--- config.mk ---
export PLATFORM = sky130hd
export DESIGN_NAME = pwm_dualdiv
export DESIGN_NICKNAME = d
export VERILOG_FILES = /design/src/rtl/pwm_dualdiv_pkg.sv /design/src/rtl/pwm_dd_regs.sv /design/src/rtl/pwm_dd_prescale.sv /design/src/rtl/pwm_dd_core.sv /design/src/rtl/pwm_dualdiv.sv
export SDC_FILE = /design/constraint.sdc
export NUM_CORES = 1
export LEC_CHECK = 0
export ABC_AREA = 0
export BUFFER_PORTS_ARGS = -buffer_cell sky130_fd_sc_hd__buf_2
export CELL_PAD_IN_SITES_DETAIL_PLACEMENT = 2
export CELL_PAD_IN_SITES_GLOBAL_PLACEMENT = 2
export CORE_MARGIN = 2
export CORE_UTILIZATION = 38
export CTS_CLUSTER_SIZE = 30
export DETAILED_ROUTE_END_ITERATION = 10
export PLACE_DENSITY = 0.77
export SYNTH_ARGS = -nofsm -noshare
export SYNTH_HDL_FRONTEND = slang
export SYNTH_SLANG_ARGS = --single-unit
--- constraint.sdc ---
create_clock -name clk_i -period 4.6 [get_ports clk_i]
set_input_delay 0.92 -clock clk_i [delete_from_list [all_inputs] [get_ports clk_i]]
set_output_delay 0.92 -clock clk_i [all_outputs]
set_load 0.01 [all_outputs]
--- src/rtl/pwm_dualdiv_pkg.sv ---
package pwm_dualdiv_pkg;

   localparam int unsigned REG_ADDR_W = 3;

   typedef enum logic [REG_ADDR_W-1:0] {
      REG_CTRL   = 3'd0,
      REG_DIV    = 3'd1,
      REG_DUTY   = 3'd2,
      REG_PERIOD = 3'd3,
      REG_STATUS = 3'd4
   } reg_sel_e;

   localparam int unsigned CTRL_RUN_BIT  = 0;
   localparam int unsigned CTRL_INV_BIT  = 1;
   localparam int unsigned CTRL_IEN_BIT  = 2;
   localparam int unsigned DIV_LIN_LSB   = 8;
   localparam int unsigned STAT_FLAG_BIT = 0;

   typedef struct packed {
      logic irq_en;
      logic invert;
      logic run;
   } ctrl_t;

endpackage

--- src/rtl/pwm_dd_regs.sv ---
module pwm_dd_regs
   import pwm_dualdiv_pkg::*;
#(
   parameter int unsigned DATA_W = 32,
   parameter int unsigned CNT_W  = 16,
   parameter int unsigned POW_W  = 3,
   parameter int unsigned LIN_W  = 5,
   localparam int unsigned POW_SW = (POW_W > 0) ? POW_W : 1,
   localparam int unsigned LIN_SW = (LIN_W > 0) ? LIN_W : 1
)(
   input  logic                          clk_i,
   input  logic                          rst_ni,
   input  logic                          we_i,
   input  logic [REG_ADDR_W-1:0]         addr_i,
   input  logic [DATA_W-1:0]             wdata_i,
   output logic [DATA_W-1:0]             rdata_o,
   input  logic                          set_evt_i,
   output ctrl_t                         ctrl_o,
   output logic [POW_SW-1:0]             pow_sel_o,
   output logic [LIN_SW-1:0]             lin_sel_o,
   output logic [CNT_W-1:0]              duty_o,
   output logic [CNT_W-1:0]              period_o,
   output logic                          flag_o
);

   ctrl_t              ctrl_q;
   logic [POW_SW-1:0]  pow_q;
   logic [LIN_SW-1:0]  lin_q;
   logic [CNT_W-1:0]   duty_q;
   logic [CNT_W-1:0]   per_q;
   logic               flag_q;

   logic wr_ctrl, wr_div, wr_duty, wr_per, wr_stat;

   assign wr_ctrl = we_i && (addr_i == REG_CTRL);
   assign wr_div  = we_i && (addr_i == REG_DIV);
   assign wr_duty = we_i && (addr_i == REG_DUTY);
   assign wr_per  = we_i && (addr_i == REG_PERIOD);
   assign wr_stat = we_i && (addr_i == REG_STATUS);

   logic [POW_SW-1:0] pow_wr;
   logic [LIN_SW-1:0] lin_wr;

   generate
      if (POW_W > 0) begin : g_pow_field
         assign pow_wr = wdata_i[POW_SW-1:0];
      end else begin : g_pow_none
         assign pow_wr = '0;
      end
      if (LIN_W > 0) begin : g_lin_field
         assign lin_wr = wdata_i[DIV_LIN_LSB +: LIN_SW];
      end else begin : g_lin_none
         assign lin_wr = '0;
      end
   endgenerate

   always_ff @(posedge clk_i or negedge rst_ni) begin
      if (!rst_ni) begin
         ctrl_q <= '0;
         pow_q  <= '0;
         lin_q  <= '0;
         duty_q <= '0;
         per_q  <= '0;
         flag_q <= 1'b0;
      end else begin
         if (wr_ctrl) begin
            ctrl_q.run    <= wdata_i[CTRL_RUN_BIT];
            ctrl_q.invert <= wdata_i[CTRL_INV_BIT];
            ctrl_q.irq_en <= wdata_i[CTRL_IEN_BIT];
         end
         if (wr_div) begin
            pow_q <= pow_wr;
            lin_q <= lin_wr;
         end
         if (wr_duty) duty_q <= wdata_i[CNT_W-1:0];
         if (wr_per)  per_q  <= wdata_i[CNT_W-1:0];
         // set event has priority over a clearing write
         if (set_evt_i) begin
            flag_q <= 1'b1;
         end else if (wr_stat && wdata_i[STAT_FLAG_BIT]) begin
            flag_q <= 1'b0;
         end
      end
   end

   always_comb begin
      rdata_o = '0;
      case (addr_i)
         REG_CTRL: begin
            rdata_o[CTRL_RUN_BIT] = ctrl_q.run;
            rdata_o[CTRL_INV_BIT] = ctrl_q.invert;
            rdata_o[CTRL_IEN_BIT] = ctrl_q.irq_en;
         end
         REG_DIV: begin
            rdata_o[POW_SW-1:0]             = pow_q;
            rdata_o[DIV_LIN_LSB +: LIN_SW]  = lin_q;
         end
         REG_DUTY:   rdata_o[CNT_W-1:0]    = duty_q;
         REG_PERIOD: rdata_o[CNT_W-1:0]    = per_q;
         REG_STATUS: rdata_o[STAT_FLAG_BIT] = flag_q;
         default: ;
      endcase
   end

   assign ctrl_o    = ctrl_q;
   assign pow_sel_o = pow_q;
   assign lin_sel_o = lin_q;
   assign duty_o    = duty_q;
   assign period_o  = per_q;
   assign flag_o    = flag_q;

endmodule

--- src/rtl/pwm_dd_prescale.sv ---
module pwm_dd_prescale #(
   parameter int unsigned POW_W = 3,
   parameter int unsigned LIN_W = 5,
   localparam int unsigned POW_SW = (POW_W > 0) ? POW_W : 1,
   localparam int unsigned LIN_SW = (LIN_W > 0) ? LIN_W : 1,
   localparam int unsigned P1_W   = (POW_W > 0) ? ((1 << POW_W) - 1) : 1
)(
   input  logic              clk_i,
   input  logic              rst_ni,
   input  logic              run_i,
   input  logic [POW_SW-1:0] pow_sel_i,
   input  logic [LIN_SW-1:0] lin_sel_i,
   output logic              tick_o
);

   logic tick1;

   generate
      if (POW_W > 0) begin : g_pow
         logic [P1_W-1:0] c1_q;
         logic [P1_W-1:0] limit1;
         // all-ones below the selected bit position; wraps to all-ones at the top select
         assign limit1 = (P1_W'(1) << pow_sel_i) - P1_W'(1);
         assign tick1  = run_i && (c1_q == limit1);
         always_ff @(posedge clk_i or negedge rst_ni) begin
            if (!rst_ni)     c1_q <= '0;
            else if (!run_i) c1_q <= '0;
            else if (tick1)  c1_q <= '0;
            else             c1_q <= c1_q + P1_W'(1);
         end
      end else begin : g_nopow
         logic unused_pow;
         assign unused_pow = ^pow_sel_i;
         assign tick1      = run_i;
      end

      if (LIN_W > 0) begin : g_lin
         logic [LIN_SW-1:0] c2_q;
         logic              tick2;
         assign tick2 = tick1 && (c2_q == lin_sel_i);
         always_ff @(posedge clk_i or negedge rst_ni) begin
            if (!rst_ni)     c2_q <= '0;
            else if (!run_i) c2_q <= '0;
            else if (tick2)  c2_q <= '0;
            else if (tick1)  c2_q <= c2_q + LIN_SW'(1);
         end
         assign tick_o = tick2;
      end else begin : g_nolin
         logic unused_lin;
         assign unused_lin = ^lin_sel_i;
         assign tick_o     = tick1;
      end
   endgenerate

endmodule

--- src/rtl/pwm_dd_core.sv ---
module pwm_dd_core #(
   parameter int unsigned CNT_W = 16
)(
   input  logic             clk_i,
   input  logic             rst_ni,
   input  logic             run_i,
   input  logic             invert_i,
   input  logic             tick_i,
   input  logic [CNT_W-1:0] duty_i,
   input  logic [CNT_W-1:0] period_i,
   output logic             pwm_o,
   output logic             cycle_end_o,
   output logic [CNT_W-1:0] cnt_o,
   output logic [CNT_W-1:0] last_o
);

   logic [CNT_W-1:0] cnt_q;
   logic [CNT_W-1:0] duty_sh_q;
   logic [CNT_W-1:0] per_sh_q;
   logic [CNT_W-1:0] last_idx;
   logic             at_end;
   logic             active;

   // a staged period of zero behaves as a one-step cycle
   assign last_idx = (per_sh_q == '0) ? '0 : (per_sh_q - CNT_W'(1));
   assign at_end   = run_i && tick_i && (cnt_q == last_idx);

   always_ff @(posedge clk_i or negedge rst_ni) begin
      if (!rst_ni) begin
         cnt_q     <= '0;
         duty_sh_q <= '0;
         per_sh_q  <= '0;
      end else if (!run_i || at_end) begin
         cnt_q     <= '0;
         duty_sh_q <= duty_i;
         per_sh_q  <= period_i;
      end else if (tick_i) begin
         cnt_q <= cnt_q + CNT_W'(1);
      end
   end

   assign active      = run_i && (cnt_q < duty_sh_q);
   assign pwm_o       = active ^ invert_i;
   assign cycle_end_o = at_end;
   assign cnt_o       = cnt_q;
   assign last_o      = last_idx;

endmodule

--- src/rtl/pwm_dualdiv.sv ---
module pwm_dualdiv
   import pwm_dualdiv_pkg::*;
#(
   parameter int unsigned DATA_W = 32,
   parameter int unsigned CNT_W  = 16,
   parameter int unsigned POW_W  = 3,
   parameter int unsigned LIN_W  = 5
)(
   input  logic                  clk_i,
   input  logic                  rst_ni,
   input  logic                  reg_we_i,
   input  logic [2:0]            reg_addr_i,
   input  logic [DATA_W-1:0]     reg_wdata_i,
   output logic [DATA_W-1:0]     reg_rdata_o,
   output logic                  pwm_o,
   output logic                  irq_o
);

   localparam int unsigned POW_SW = (POW_W > 0) ? POW_W : 1;
   localparam int unsigned LIN_SW = (LIN_W > 0) ? LIN_W : 1;

   generate
      if (CNT_W < 1 || CNT_W > DATA_W) begin : g_chk_cnt
         $error("CNT_W must lie between 1 and DATA_W");
      end
      if (POW_W > 5) begin : g_chk_pow
         $error("POW_W above 5 makes the first divider too wide");
      end
      if (POW_W > DIV_LIN_LSB) begin : g_chk_pow_fit
         $error("POW_W overlaps the linear select field");
      end
      if (DIV_LIN_LSB + LIN_SW > DATA_W) begin : g_chk_lin
         $error("linear select field does not fit DATA_W");
      end
      if (DATA_W < 3) begin : g_chk_data
         $error("DATA_W too narrow for the control bits");
      end
   endgenerate

   ctrl_t             ctrl;
   logic [POW_SW-1:0] pow_sel;
   logic [LIN_SW-1:0] lin_sel;
   logic [CNT_W-1:0]  duty;
   logic [CNT_W-1:0]  period;
   logic              flag;
   logic              tick;
   logic              cycle_end;
   logic [CNT_W-1:0]  core_cnt;
   logic [CNT_W-1:0]  core_last;

   pwm_dd_regs #(
      .DATA_W (DATA_W),
      .CNT_W  (CNT_W),
      .POW_W  (POW_W),
      .LIN_W  (LIN_W)
   ) u_regs (
      .clk_i     (clk_i),
      .rst_ni    (rst_ni),
      .we_i      (reg_we_i),
      .addr_i    (reg_addr_i),
      .wdata_i   (reg_wdata_i),
      .rdata_o   (reg_rdata_o),
      .set_evt_i (cycle_end),
      .ctrl_o    (ctrl),
      .pow_sel_o (pow_sel),
      .lin_sel_o (lin_sel),
      .duty_o    (duty),
      .period_o  (period),
      .flag_o    (flag)
   );

   pwm_dd_prescale #(
      .POW_W (POW_W),
      .LIN_W (LIN_W)
   ) u_presc (
      .clk_i     (clk_i),
      .rst_ni    (rst_ni),
      .run_i     (ctrl.run),
      .pow_sel_i (pow_sel),
      .lin_sel_i (lin_sel),
      .tick_o    (tick)
   );

   pwm_dd_core #(
      .CNT_W (CNT_W)
   ) u_core (
      .clk_i       (clk_i),
      .rst_ni      (rst_ni),
      .run_i       (ctrl.run),
      .invert_i    (ctrl.invert),
      .tick_i      (tick),
      .duty_i      (duty),
      .period_i    (period),
      .pwm_o       (pwm_o),
      .cycle_end_o (cycle_end),
      .cnt_o       (core_cnt),
      .last_o      (core_last)
   );

   assign irq_o = flag & ctrl.irq_en;

endmodule

Yosys cells after proc, flatten, opt, wreduce, memory -nomap -nowiden
Cells that the tools add are included.
{"block": "op_classes", "add_sub_neg": 5, "multipliers": 0, "n_div": 0, "n_lt_le_gt_ge": 1, "n_eq_ne": 8, "n_shift": 1, "n_mux": 15, "bitwise": 2, "reduce_logical": 17}
{"operator": "$mux 16", "n": 3}
{"operator": "$add 16x1->16 const B", "n": 1}
{"operator": "$eq 16x16->1", "n": 1}
{"operator": "$logic_not 16->1", "n": 1}
{"operator": "$lt 16x16->1", "n": 1}
{"operator": "$sub 16x1->16 const B", "n": 1}
{"operator": "$mux 5", "n": 3}
{"operator": "$pmux 5 s3", "n": 1}
{"operator": "$mux 7", "n": 2}
{"operator": "$logic_and 1x1->1", "n": 11}
{"operator": "$pmux 5 s2", "n": 1}
{"operator": "$pmux 2 s4", "n": 1}
{"operator": "$add 7x1->7 const B", "n": 1}
{"operator": "$eq 7x7->1", "n": 1}
{"operator": "$shl 1x3->7 const A", "n": 1}
{"operator": "$sub 7x2->7 const B", "n": 1}
{"operator": "$eq 3x2->1 const B", "n": 2}
{"operator": "$pmux 3 s2", "n": 1}
{"operator": "$add 5x1->5 const B", "n": 1}
{"operator": "$eq 5x5->1", "n": 1}
{"operator": "$pmux 1 s5", "n": 1}
{"operator": "$reduce_bool 2->1", "n": 2}
{"operator": "$eq 3x1->1 const B", "n": 1}
{"operator": "$eq 3x3->1 const B", "n": 1}
{"operator": "7 further kinds", "n": 8}
{"block": "word_totals", "regBits": 104, "latchBits": 0, "ram_bits": 0, "mem_bits_ro": 0, "input_bits": 38, "output_inout_bits": 34, "n_memories": 0}

Longest topological paths before layout
{"block": "logic_depth", "word_depth": 9, "mapped_depth": 13, "ltp_nobuf": 9}

Cells and area by module
From an unflattened synthesis, not the netlist that was laid out.
{"block": "hier_totals", "cells_unflattened": 570, "area_unflattened_um2": 6182.2}
{"mod": "pwm_dd_core", "instances": 1, "cells_per_inst": 320, "area_each_um2": 3225.6, "seq_area_each_um2": 1201.2}
{"mod": "pwm_dd_regs", "instances": 1, "cells_per_inst": 163, "area_each_um2": 2168.3, "seq_area_each_um2": 1101.1}
{"mod": "pwm_dd_prescale", "instances": 1, "cells_per_inst": 86, "area_each_um2": 782.0, "seq_area_each_um2": 300.3}
{"mod": "pwm_dualdiv", "instances": 1, "cells_per_inst": 1, "area_each_um2": 6.3, "seq_area_each_um2": 0.0}

Worst setup path after synthesis
Ideal clock, no wire load.
{"block": "synth_timing", "path_type": "reg-to-reg", "startpoint": "register u_core.per_sh_q[2]", "endpoint": "register u_core.cnt_q[10] (netlist: u_core.cnt_o[10])", "setup_time_ps": 136, "arrival_time_ps": 3114, "t_required_ps": 4464, "path_slack_ps": 1349, "stages_incl_launch_ff": 12, "n_path_buf": 4, "period_less_slack_ps": 3251, "path_cell_list": "dfrtp_1 -> buf_2 -> or4_1 -> buf_2 -> o311a_1 -> a2111oi_0 -> o21ai_1 -> or4_1 -> buf_2 -> a2111oi_4 -> buf_6 -> nor3_1"}
{"block": "synth_between", "elab_chain_cells": 6, "word_cells_on_any_way": 8, "cone_classes": "add/sub: 1; eq/ne: 1; mux: 2; reduce/logical: 4"}
{"element": "from (decl)", "line_no": "pwm_dd_core.sv:19", "source": "logic [CNT_W-1:0] per_sh_q;"}
{"element": "from (signal assigned)", "line_no": "pwm_dd_core.sv:36", "source": "per_sh_q <= period_i;"}
{"element": "$sub 16x1->16 / $logic_not 16->1 (equally long branches)", "line_no": "pwm_dd_core.sv:25", "source": "assign last_idx = (per_sh_q == '0) ? '0 : (per_sh_q - CNT_W'(1));"}
{"element": "$mux 16 (*)", "line_no": "pwm_dd_core.sv:25"}
{"element": "$eq 16x16->1 (*)", "line_no": "pwm_dd_core.sv:26", "source": "assign at_end = run_i && tick_i && (cnt_q == last_idx);"}
{"element": "$logic_and 1x1->1 (*)", "line_no": "pwm_dd_core.sv:26"}
{"element": "$logic_or 1x1->1 (*)", "line_no": "pwm_dd_core.sv:33", "source": "end else if (!run_i || at_end) begin"}
{"element": "$mux 16 / $reduce_bool 2->1 (equally long branches)"}
{"element": "to (signal assigned)", "line_no": "pwm_dd_core.sv:38", "source": "cnt_q <= cnt_q + CNT_W'(1);"}
{"element": "to (decl)", "line_no": "pwm_dd_core.sv:17", "source": "logic [CNT_W-1:0] cnt_q;"}
Mark *: on every way between the ends. The rest lies on a longest branch, timed or not.
A chain may end at the register's enable or synchronous reset.

Worst setup path after layout
{"block": "layout_timing", "startpoint": "register u_core.per_sh_q[0]", "endpoint": "register u_core.per_sh_q[10]"}
{"block": "layout_between", "elab_chain_cells": 5, "word_cells_on_any_way": 6, "cone_classes": "add/sub: 1; eq/ne: 1; mux: 1; reduce/logical: 3"}
{"element": "$sub 16x1->16 / $logic_not 16->1 (equally long branches)", "line_no": "pwm_dd_core.sv:25"}
{"element": "$mux 16 (*)", "line_no": "pwm_dd_core.sv:25"}
{"element": "$eq 16x16->1 (*)", "line_no": "pwm_dd_core.sv:26"}
{"element": "$logic_and 1x1->1 (*)", "line_no": "pwm_dd_core.sv:26"}
{"element": "$logic_or 1x1->1 (*)", "line_no": "pwm_dd_core.sv:33"}
Marked as above.

==> results.md <==
* Clock share of power at 0.219
* TritonCTS clock tree: done
* PortBufs at 39
* Post-synthesis adder-cell area fraction at 0.0313
* N_diodes at 0
* Global-route wire length before repair at 43700 um
* Post-DP HPWL at 19100 um
* Post-Syn Instances at 838
* Antenna violations before repair at 0
* Relative slew slack at 0.402
* Post-CTS Hold Buffers at 0
* Async set or reset register ratio after synthesis at 1.00
* Post-synth cell types at 65
* Yosys warns at 0
* All-Layer GR Usage at 0.259
* Clk_skew at 0.0150 ns
* DR pass1 iterations at 5
* Final Hold Fails at 0
* Clock Tree Buf Depth at 2
* Wire per inst at 24.5 um
* Worst path required time at 4.87 ns
* Total gr overflow at 0
* VDD IR max at 0.000187 V
* RR Endpoint: u_core.per_sh_q[10]
* Final min period at 4.10 ns
* Max Clk Rate at 244 MHz
* Die W at 145 um
* Net Sw Frac at 0.405
* Worst hold path class: input port to asynchronous set/reset pin
* Mapped cell area at 0.00759 mm^2
* Post-synthesis mux area share at 0.0928
* Starting Density at 0.389
* Crit. End Element: register
* TritonCTS sink count at 104
* Routability congestion estimate at 0.961
* Number of nets in the layout at 887
* Core area at 0.0195 mm^2
* Final WL at 26900 um
* Syn Area/Cell at 9.06 um^2
* Clock root buffer: clkbuf_16
* Ports at 72
* P_int at 2.12 mW
* DRC violation count after routing at 0
* Synth Area in Simple Gates at 0.158
* Worst-Margin Slew at 0.895 ns
* Largest net degree at the start of global routing at 52
* Commonest non-fill, non-tap cell in the layout: dfrtp_1
* Post-CTS Setup Bufs at 0
* Share of cells above drive strength 1 at 0.154
* Total of max-cap violations at 0
* Via density at 6.17
* Post-synthesis compound-gate area fraction at 0.258
* Largest family of logic cells by synthesized area: compound AO/OA/AOI/OAI gates
* Die Ht at 145 um
* Status: complete, no violations
* Row Count at 51
* Crit Path Class: register to register
* R2R Path Start: u_core.per_sh_q[0]
* FILL cells at 2183
* Max FO, Critical Path at 33
* Commonest cells after routing, fill and taps aside: dfrtp_1 (104), nand2_1 (87), o211ai_1 (67)
* Pwr Density at 434 mW/mm^2
* R2R depth at 11
* CTS clk-pin slew, worst paths at 0.08 ns
* Routed via count at 6790
* Ys flop type: dfrtp_1
* Xor and xnor fraction of the mapped netlist area at 0.0463
* R2r setup slk at 0.50 ns
* Comb pwr share at 0.375
* Leakage at 3.45 nW
* RSZ-0062 raised after global routing: false
* Worst Setup Start Kind: register
* CTS resizes at 0
* Routed Antenna Nets at 0
* H-tree depth at 3
* Post-route setup TNS at 0 ns
* Slew Viols, Final at 0
* Post-synthesis register bit count at 104
* Worst hold slack at 0.414 ns
* Vias in the first global route at 7678
* Synth-to-Final Area Change at 7.97%
* Seq/Total Area, Yosys at 0.343
* DR iter-0 viols at 407
* Flop pwr share at 0.407
* Post-synth EDFFs at 0
* Die area at 0.0211 mm^2
* Clk Latency, worst-skew pair at 0.37 ns
* Setup violators final at 0
* Sw power at 1.44 mW
* TritonCTS Buffers at 9
* Period utilisation layout at 0.891
* Crit path DAT at 4.37 ns
stage by stage:
stage | setup WS (ns) | cell area (um^2) | cells | utilization | power (mW)
after floorplan | 1.35 | 7650 | 853 | - | 2.32
after global placement | 0.755 | 7920 | 1084 | 0.406 | 2.63
after detailed placement | 0.583 | 7920 | 1084 | 0.406 | 2.78
after CTS | 0.548 | 8200 | 1100 | 0.420 | 3.57
after global routing | 0.200 | 8200 | 1100 | 0.420 | 3.78
final | 0.501 | 8200 | 1100 | 0.420 | 3.56
cell usage after synthesis, types with 14 or more instances:
cell type / number / area [um^2]
o211ai_1: 67 / 503
a211o_1: 33 / 289
nor3_1: 33 / 165
nor2_1: 40 / 150
buf_4: 16 / 120
nand2_1: 87 / 327
o311a_1: 33 / 330
xnor2_1: 21 / 184
xor2_1: 14 / 123
mux2_2: 47 / 529
dfrtp_1: 104 / 2600
clkbuf_1: 66 / 248
o21bai_1: 32 / 240
nand3_1: 21 / 105
inv_1: 30 / 113
ha_1: 19 / 238
cell families (layout without fill, tap and decap cells):
group,count (synthesis),in the layout
other cells,1,16
xor+xnor,37,37
mux,62,62
simple gates,248,248
compound gates,245,245
flops,104,104
fa+ha+maj,19,19
buf+inv,122,104
critical path, cell delays in order (launching register included):
cell and delay, ns:
dfrtp_1 0.46, inv_1 0.09, ha_1 0.40, nor3b_1 0.66, a21oi_1 0.16, a2111oi_0 0.41
o21ai_1 0.17, or4_1 0.50, buf_4 0.31, or2_1 0.27, buf_4 0.26, o211ai_1 0.27
sequential cells by signal, summed over array words and instances, names as in the netlist:
register / flops
u_presc.g_pow.c1_q: 7
u_regs.pow_sel_o: 3
u_core.per_sh_q: 16
u_regs.duty_o: 16
u_core.cnt_o: 16
u_presc.g_lin.c2_q: 5
u_regs.lin_sel_o: 5
u_regs.period_o: 16
u_regs.flag_o: 1
u_core.duty_sh_q: 16
u_regs.ctrl_o: 3
routing by layer:
| layer | vias to the layer above | wire length, um | global-route usage |
|---|---|---|---|
| li1 | 3075 | - | - |
| met1 | 3527 | 11600 | 0.326 |
| met2 | 149 | 13700 | 0.456 |
| met3 | 39 | 995 | 0.0398 |
| met4 | 0 | 631 | 0.0848 |
| met5 | - | 0 | 0 |
power by group through the flow:
stage	clock, mW	sequential, mW	combinational, mW
global route	0.819	1.49	1.47
global placement	0	1.43	1.20
CTS	0.792	1.44	1.34
floorplan	0	1.28	1.04
detailed placement	0	1.46	1.32
finish	0.778	1.45	1.33
area by class of cell:
class	count	area (um^2)	share of cell area
clock buffers	10	229	0.0279
flip-flops and latches	104	2600	0.317
repair buffers	57	333	0.0406
clock inverters	6	52.6	0.00641
inverters	31	116	0.0142
multi-input cells	627	4540	0.553
well taps	265	332	0.0404
worst max-delay path by stage:
| stage | start | end | slack, ns | cells after the start |
|---|---|---|---|---|
| floorplan | u_core.per_sh_q[2] | u_core.cnt_o[10] | 1.35 | 11 |
| global placement | u_core.per_sh_q[2] | u_core.duty_sh_q[9] | 0.75 | 9 |
| detailed placement | u_core.per_sh_q[0] | u_core.per_sh_q[10] | 0.58 | 11 |
| CTS | u_core.per_sh_q[0] | u_core.per_sh_q[10] | 0.55 | 11 |
| global route | u_core.per_sh_q[0] | u_core.per_sh_q[10] | 0.20 | 11 |
| finish | u_core.per_sh_q[0] | u_core.per_sh_q[10] | 0.50 | 11 |
Note: power is estimated with default switching activity, not from simulation.
